==> src/rtl/tw_slave_pkg.sv <==
package tw_slave_pkg;
   typedef enum logic [1:0] {
      MODE_IDLE = 2'd0,
      MODE_ADDR = 2'd1,
      MODE_DATA = 2'd2
   } tw_mode_e;
endpackage

==> src/rtl/tw_sync.sv <==
module tw_sync #(
   parameter int STAGES  = 2,
   parameter int W       = 2,
   parameter bit RST_VAL = 1'b1
) (
   input  logic         clk,
   input  logic         rst_n,
   input  logic [W-1:0] d,
   output logic [W-1:0] q
);
   if (STAGES < 2) begin : g_bad_stages
      $error("tw_sync needs at least two stages");
   end

   for (genvar b = 0; b < W; b++) begin : g_bit
      logic [STAGES-1:0] chain;
      always_ff @(posedge clk or negedge rst_n) begin
         if (!rst_n) chain <= {STAGES{RST_VAL}};
         else        chain <= {chain[STAGES-2:0], d[b]};
      end
      assign q[b] = chain[STAGES-1];
   end
endmodule

==> src/rtl/tw_cond_det.sv <==
module tw_cond_det (
   input  logic clk,
   input  logic rst_n,
   input  logic scl_s,
   input  logic sda_s,
   output logic scl_rise,
   output logic scl_fall,
   output logic start_c,
   output logic stop_c
);
   logic scl_d, sda_d;

   always_ff @(posedge clk or negedge rst_n) begin
      if (!rst_n) begin
         scl_d <= 1'b1;
         sda_d <= 1'b1;
      end else begin
         scl_d <= scl_s;
         sda_d <= sda_s;
      end
   end

   assign scl_rise = scl_s & ~scl_d;
   assign scl_fall = ~scl_s & scl_d;
   assign start_c  = scl_s & scl_d & sda_d & ~sda_s;
   assign stop_c   = scl_s & scl_d & ~sda_d & sda_s;
endmodule

==> src/rtl/tw_addr_match.sv <==
module tw_addr_match #(
   parameter int ADDR_W = 7,
   localparam int CNT_W = $clog2(ADDR_W + 1)
) (
   input  logic              clk,
   input  logic              rst_n,
   input  logic              load,
   input  logic [ADDR_W-1:0] own_addr,
   input  logic              bit_en,
   input  logic              bit_val,
   output logic [CNT_W-1:0]  match_cnt,
   output logic              full
);
   logic [ADDR_W-1:0] ref_sh;

   always_ff @(posedge clk or negedge rst_n) begin
      if (!rst_n) begin
         ref_sh    <= '0;
         match_cnt <= '0;
      end else if (load) begin
         ref_sh    <= own_addr;
         match_cnt <= '0;
      end else if (bit_en) begin
         ref_sh <= {ref_sh[ADDR_W-2:0], 1'b0};
         if (ref_sh[ADDR_W-1] == bit_val)
            match_cnt <= match_cnt + 1'b1;
      end
   end

   assign full = (match_cnt == CNT_W'(ADDR_W));
endmodule

==> src/rtl/tw_slave_rx.sv <==
module tw_slave_rx
   import tw_slave_pkg::*;
#(
   parameter int ADDR_W      = 7,
   parameter int DATA_W      = 8,
   parameter int SYNC_STAGES = 2,
   localparam int BIT_W      = $clog2(DATA_W + 2),
   localparam int CNT_W      = $clog2(ADDR_W + 1)
) (
   input  logic              clk,
   input  logic              rst_n,
   input  logic              scl_in,
   input  logic              sda_in,
   input  logic [ADDR_W-1:0] own_addr,
   input  logic              irq_en,
   input  logic              rel_we,
   input  logic              rel_data,
   output logic              sda_drive_low,
   output logic              scl_drive_low,
   output logic              rx_flag,
   output logic              irq,
   output logic              addressed,
   output logic [DATA_W-1:0] rx_byte
);
   if (ADDR_W + 1 != DATA_W) begin : g_bad_widths
      $error("address plus direction bit must fill one byte");
   end

   logic [1:0]       sync_q;
   logic             scl_s, sda_s;
   logic             scl_rise, scl_fall, start_c, stop_c;
   tw_mode_e         mode;
   logic [BIT_W-1:0] bit_cnt;
   logic [DATA_W-1:0] shreg;
   logic             ack_q, hold_q, flag_q;
   logic             addr_bit_en, full;
   logic [CNT_W-1:0] match_cnt;
   logic             rel_clr, active;

   tw_sync #(.STAGES(SYNC_STAGES), .W(2), .RST_VAL(1'b1)) u_sync (
      .clk(clk), .rst_n(rst_n), .d({scl_in, sda_in}), .q(sync_q)
   );
   assign scl_s = sync_q[1];
   assign sda_s = sync_q[0];

   tw_cond_det u_cond (
      .clk(clk), .rst_n(rst_n), .scl_s(scl_s), .sda_s(sda_s),
      .scl_rise(scl_rise), .scl_fall(scl_fall),
      .start_c(start_c), .stop_c(stop_c)
   );

   assign active      = (mode != MODE_IDLE) && !hold_q;
   assign addr_bit_en = active && (mode == MODE_ADDR) && scl_rise
                        && !start_c && !stop_c
                        && (bit_cnt < BIT_W'(ADDR_W));

   tw_addr_match #(.ADDR_W(ADDR_W)) u_match (
      .clk(clk), .rst_n(rst_n), .load(start_c), .own_addr(own_addr),
      .bit_en(addr_bit_en), .bit_val(sda_s),
      .match_cnt(match_cnt), .full(full)
   );

   assign rel_clr = rel_we && !rel_data;

   always_ff @(posedge clk or negedge rst_n) begin
      if (!rst_n) begin
         mode    <= MODE_IDLE;
         bit_cnt <= '0;
         shreg   <= '0;
         ack_q   <= 1'b0;
         hold_q  <= 1'b0;
         flag_q  <= 1'b0;
      end else begin
         if (rel_clr) begin
            hold_q <= 1'b0;
            flag_q <= 1'b0;
         end
         if (start_c) begin
            mode    <= MODE_ADDR;
            bit_cnt <= '0;
            ack_q   <= 1'b0;
         end else if (stop_c) begin
            mode    <= MODE_IDLE;
            bit_cnt <= '0;
            ack_q   <= 1'b0;
         end else if (active) begin
            if (scl_rise) begin
               if (bit_cnt < BIT_W'(DATA_W)) begin
                  shreg   <= {shreg[DATA_W-2:0], sda_s};
                  bit_cnt <= bit_cnt + 1'b1;
               end else if (bit_cnt == BIT_W'(DATA_W)) begin
                  bit_cnt <= bit_cnt + 1'b1;
                  if (mode == MODE_ADDR && !full) begin
                     mode   <= MODE_IDLE;
                     flag_q <= 1'b0;
                  end else begin
                     mode   <= MODE_DATA;
                     flag_q <= 1'b1;
                  end
               end
            end else if (scl_fall) begin
               if (bit_cnt == BIT_W'(DATA_W)) begin
                  if (mode == MODE_DATA || full)
                     ack_q <= 1'b1;
               end else if (bit_cnt == BIT_W'(DATA_W + 1)) begin
                  ack_q   <= 1'b0;
                  hold_q  <= 1'b1;
                  bit_cnt <= '0;
               end
            end
         end
      end
   end

   assign sda_drive_low = ack_q;
   assign scl_drive_low = hold_q;
   assign rx_flag       = flag_q;
   assign irq           = flag_q & irq_en;
   assign addressed     = (mode == MODE_DATA);
   assign rx_byte       = shreg;
endmodule

==> config.mk <==
export PLATFORM = sky130hd
export DESIGN_NAME = tw_slave_rx
export DESIGN_NICKNAME = d
export VERILOG_FILES = /design/src/rtl/tw_slave_pkg.sv /design/src/rtl/tw_sync.sv /design/src/rtl/tw_cond_det.sv /design/src/rtl/tw_addr_match.sv /design/src/rtl/tw_slave_rx.sv
export SDC_FILE = /design/constraint.sdc
export NUM_CORES = 1
export LEC_CHECK = 0
export BUFFER_PORTS_ARGS = -buffer_cell sky130_fd_sc_hd__buf_2
export CAP_MARGIN = 20
export CORE_ASPECT_RATIO = 0.5
export CORE_MARGIN = 4
export CORE_UTILIZATION = 24
export DETAILED_ROUTE_END_ITERATION = 10
export SYNTH_ARGS = -nofsm -noshare
export SYNTH_HDL_FRONTEND = slang
export SYNTH_SLANG_ARGS = --single-unit
==> constraint.sdc <==
create_clock -name clk -period 2.6 [get_ports clk]
set_clock_uncertainty 0.15 [all_clocks]
set_input_delay 0.13 -clock clk [delete_from_list [all_inputs] [get_ports clk]]
set_output_delay 0.13 -clock clk [all_outputs]
set_load 0.02 [all_outputs]
==> qor.csv <==
stage,metric,value,unit
synthesis,synth_edf_count,0,
synthesis,syn_area,0.00161,mm^2
route,vias,1199,
timing,worst_pin_slew,715,ps
timing,worst_slack,431,ps
cells_and_area,layout-drive-gt1-share,29.0,%
synthesis,synth-seq-area-share,51.7,%
worst_setup_path,cp-endpoint,rx_byte[5]$_DFFE_PN0P_,
cells_and_area,n_antenna_cell,0,
route,drc_errors,0,
pwr,p_leak,0.937,nW
cells_and_area,area.growth.synth_to_final,28.4,%
worst_setup_path,r2r_cells,5,
die,boundaryPins,27,
synthesis,async_reset_ff_share,100,%
timing,min_period_over_period,83.4,%
clock_network,post_cts_buffers,0,
timing,hold_viol,0,
worst_setup_path,worstPathRequired,2610,ps
die,die_y,65.9,um
worst_setup_path,crit_type,reg -> reg,
outcome,status,"finished, final reports clean",
timing,period_needed,2170,ps
timing,setup-violations-final,0,
synthesis,synth_nets,169,
worst_setup_path,reg2reg_slack,430,ps
clock_network,numCtsBuffers,5,
die,die_x,124,um
synthesis,postSynthCellCount,147,
global_route,track_usage,8.80,%
global_route,grt_overflow,0,
cells_and_area,fin_nets,207,
route,via_per_inst,4.38,
pwr,peakVddDrop,278,uV
clock_network,clkSlewWorstSetupHoldPaths,50,ps
synthesis,synth_top_area_cell,dfrtp_1,
route,ant_nets,0,
place,gp_congestion,0.760,
route,firstDrtPassIters,4,
global_route,antenna_found_initial,0,
global_route,grt_max_degree,34,
clock_network,htreeDepth,2,
hold_path,hp-class,in -> reg,
synthesis,synthFlopType,dfrtp_1,
worst_setup_path,cp_max_fo,8,
place,dp_slack,440,ps
hold_path,min_from,own_addr[3],
worst_setup_path,crit_start,u_sync.g_bit[1].chain[1]$_DFF_PN1_,
flow_run,drv_cap,0,
die,core_area,0.00628,mm^2
timing,drv_slew,0,
global_route,grt_pass1_vias,1211,
worst_setup_path,timing.rr.end,rx_byte[5]$_DFFE_PN0P_,
clock_network,clockBufferDepth,2,
worst_setup_path,critPathCaptureType,register,
timing,finalSetupTns,0,ps
worst_setup_path,r2r_start,u_sync.g_bit[1].chain[1]$_DFF_PN1_,
synthesis,yosys-top-cells-area,"dfrtp_1 42%, dfstp_2 9.8%, ha_1 6.2%",
route,drt-initial-drc-count,50,
synthesis,avgSynthCellArea,11.0,um^2
place,portBuffers,26,
synthesis,yosysWarnings,0,
route,wl,3.14,mm
synthesis,ys_ff_latch,33,
pwr,powerDensity,801,mW/mm^2
route,wire_per_inst,11.4,um
clock_network,cts.sinks,33,
timing,fmax,461,MHz
synthesis,synth.top_cell.area_share,42.0,%
clock_network,cts_tree,done,
synthesis,ys_types,41,
timing,rsz0062_at_grt,no,
timing,slew_headroom,52.3,%
die,start_util,25.6,%
worst_setup_path,cp.arrival,2180,ps
die,rows,20,
global_route,grt_pass1_wl,5.52,mm
place,dp_hpwl,2.29,mm
worst_setup_path,startpoint_type,register,
die,die_area,0.00816,mm^2
clock_network,clkLatencyLatePin,280,ps
clock_network,cts_root_buf,clkbuf_16,
## cells in the final DEF (no fill, tap or decap), drive strengths merged, types with 2 or more instances in the layout
cell and instances:
a211oi 2, a21oi 9, a221o 4, a31oi 2, and2 7, and3 2, and3b 2, buf 27
clkbuf 7, dfrtp 27, dfstp 6, dlygate4sd3 6, ha 8, inv 8, mux2 8, nand2 11
nand2b 3, nand3 5, nor2 6, nor2b 2, nor3 3, o211ai 2, o21a 2, o21ai 9
or3 2
## synth_stat cells (2+ instances only)
cell type and instances:
o211ai_1 2, a221o_1 4, o21a_1 2, and3b_1 2, dfrtp_1 27, or3_1 2
nor2b_1 2, and3_1 2, a31oi_1 2, inv_1 7, and2_1 7, mux2_2 8
a21oi_1 9, nand3_1 5, nand2b_1 3, clkbuf_1 2, nor2_1 5, nand2_1 11
o21ai_0 9, nor3_1 3, ha_1 8, dfstp_2 6
## through the flow
| stage | util [%] | hold WS (ps) | cell area [um^2] | std cells | total power [mW] |
|---|---|---|---|---|---|
| after floorplan | - | -316 | 1610 | 147 | 0.935 |
| after global placement | 29.5 | 74.9 | 1850 | 260 | 1.04 |
| after detailed placement | 29.5 | 81.4 | 1850 | 260 | 1.06 |
| after CTS | 32.9 | 4.94 | 2070 | 274 | 1.68 |
| after global routing | 32.9 | 20.0 | 2070 | 274 | 1.75 |
| final | 32.9 | 4.84 | 2070 | 274 | 1.66 |
## per-layer routing
| layer | track usage [%] | part of all wire (%) | wire length, um |
|---|---|---|---|
| met5 | 0 | 0 | 0 |
| met4 | 4.14 | 2.2 | 69 |
| met3 | 3.50 | 3.8 | 120 |
| met2 | 14.4 | 48 | 1510 |
| met1 | 10.1 | 46 | 1440 |
## kinds of logic after synthesis
group	after synthesis	synth area share, %
AO/OA/AOI/OAI	38	16.2
adder cells (fa/ha/maj)	8	6.22
XOR/XNOR	2	1.09
AND/OR/NAND/NOR	48	16.8
buffers and inverters	10	2.33
flip-flops	33	51.7
multiplexers	8	5.59
## final cells by class
type	count	area, um^2
multi-input cells	104	739
flip-flops and latches	33	833
fillers	622	4210
repair buffers	33	198
well taps	88	110
inverters	8	30.0
clock buffers	7	153
clock inverters	1	5.00
## how the worst min path moves through the flow
stage               slack, ps  cells past startpoint                            end
finish                      5                      3  u_match.ref_sh[3]$_DFFE_PN0P_
global placement           70                      1         bit_cnt[3]$_DFFE_PN0P_
CTS                         5                      3  u_match.ref_sh[3]$_DFFE_PN0P_
global route               20                      3  u_match.ref_sh[5]$_DFFE_PN0P_
floorplan                -320                      0         bit_cnt[0]$_DFFE_PN0P_
detailed placement         80                      1         bit_cnt[3]$_DFFE_PN0P_
## repair_timing
item                      4_1_cts  5_1_grt
hold buffers                    6        0
gates resized for setup         0        0
hold endpoints to repair       32        0
## flip-flops by register name, indices dropped and copies added, names as in the netlist
register / flops
rx_byte: 8
u_match.match_cnt: 3
scl_drive_low: 1
sda_drive_low: 1
u_sync.g_bit.chain: 4
u_cond.sda_d: 1
rx_flag: 1
u_cond.scl_d: 1
u_match.ref_sh: 7
mode: 2
bit_cnt: 4
## worst max-delay path: stages, from the launching register on
cell,delay (ps)
dfstp_2,550
ha_1,280
inv_2,90
a211o_2,390
nor2_4,230
mux2_2,370
## power breakdown
part | switching [mW] | leakage, nW | internal, mW
logic | 0.191 | 0.439 | 0.160
clock network | 0.199 | 0.0799 | 0.404
registers | 0.0745 | 0.418 | 0.629
total | 0.464 | 0.937 | 1.19
(Power assumes the default switching activity.)
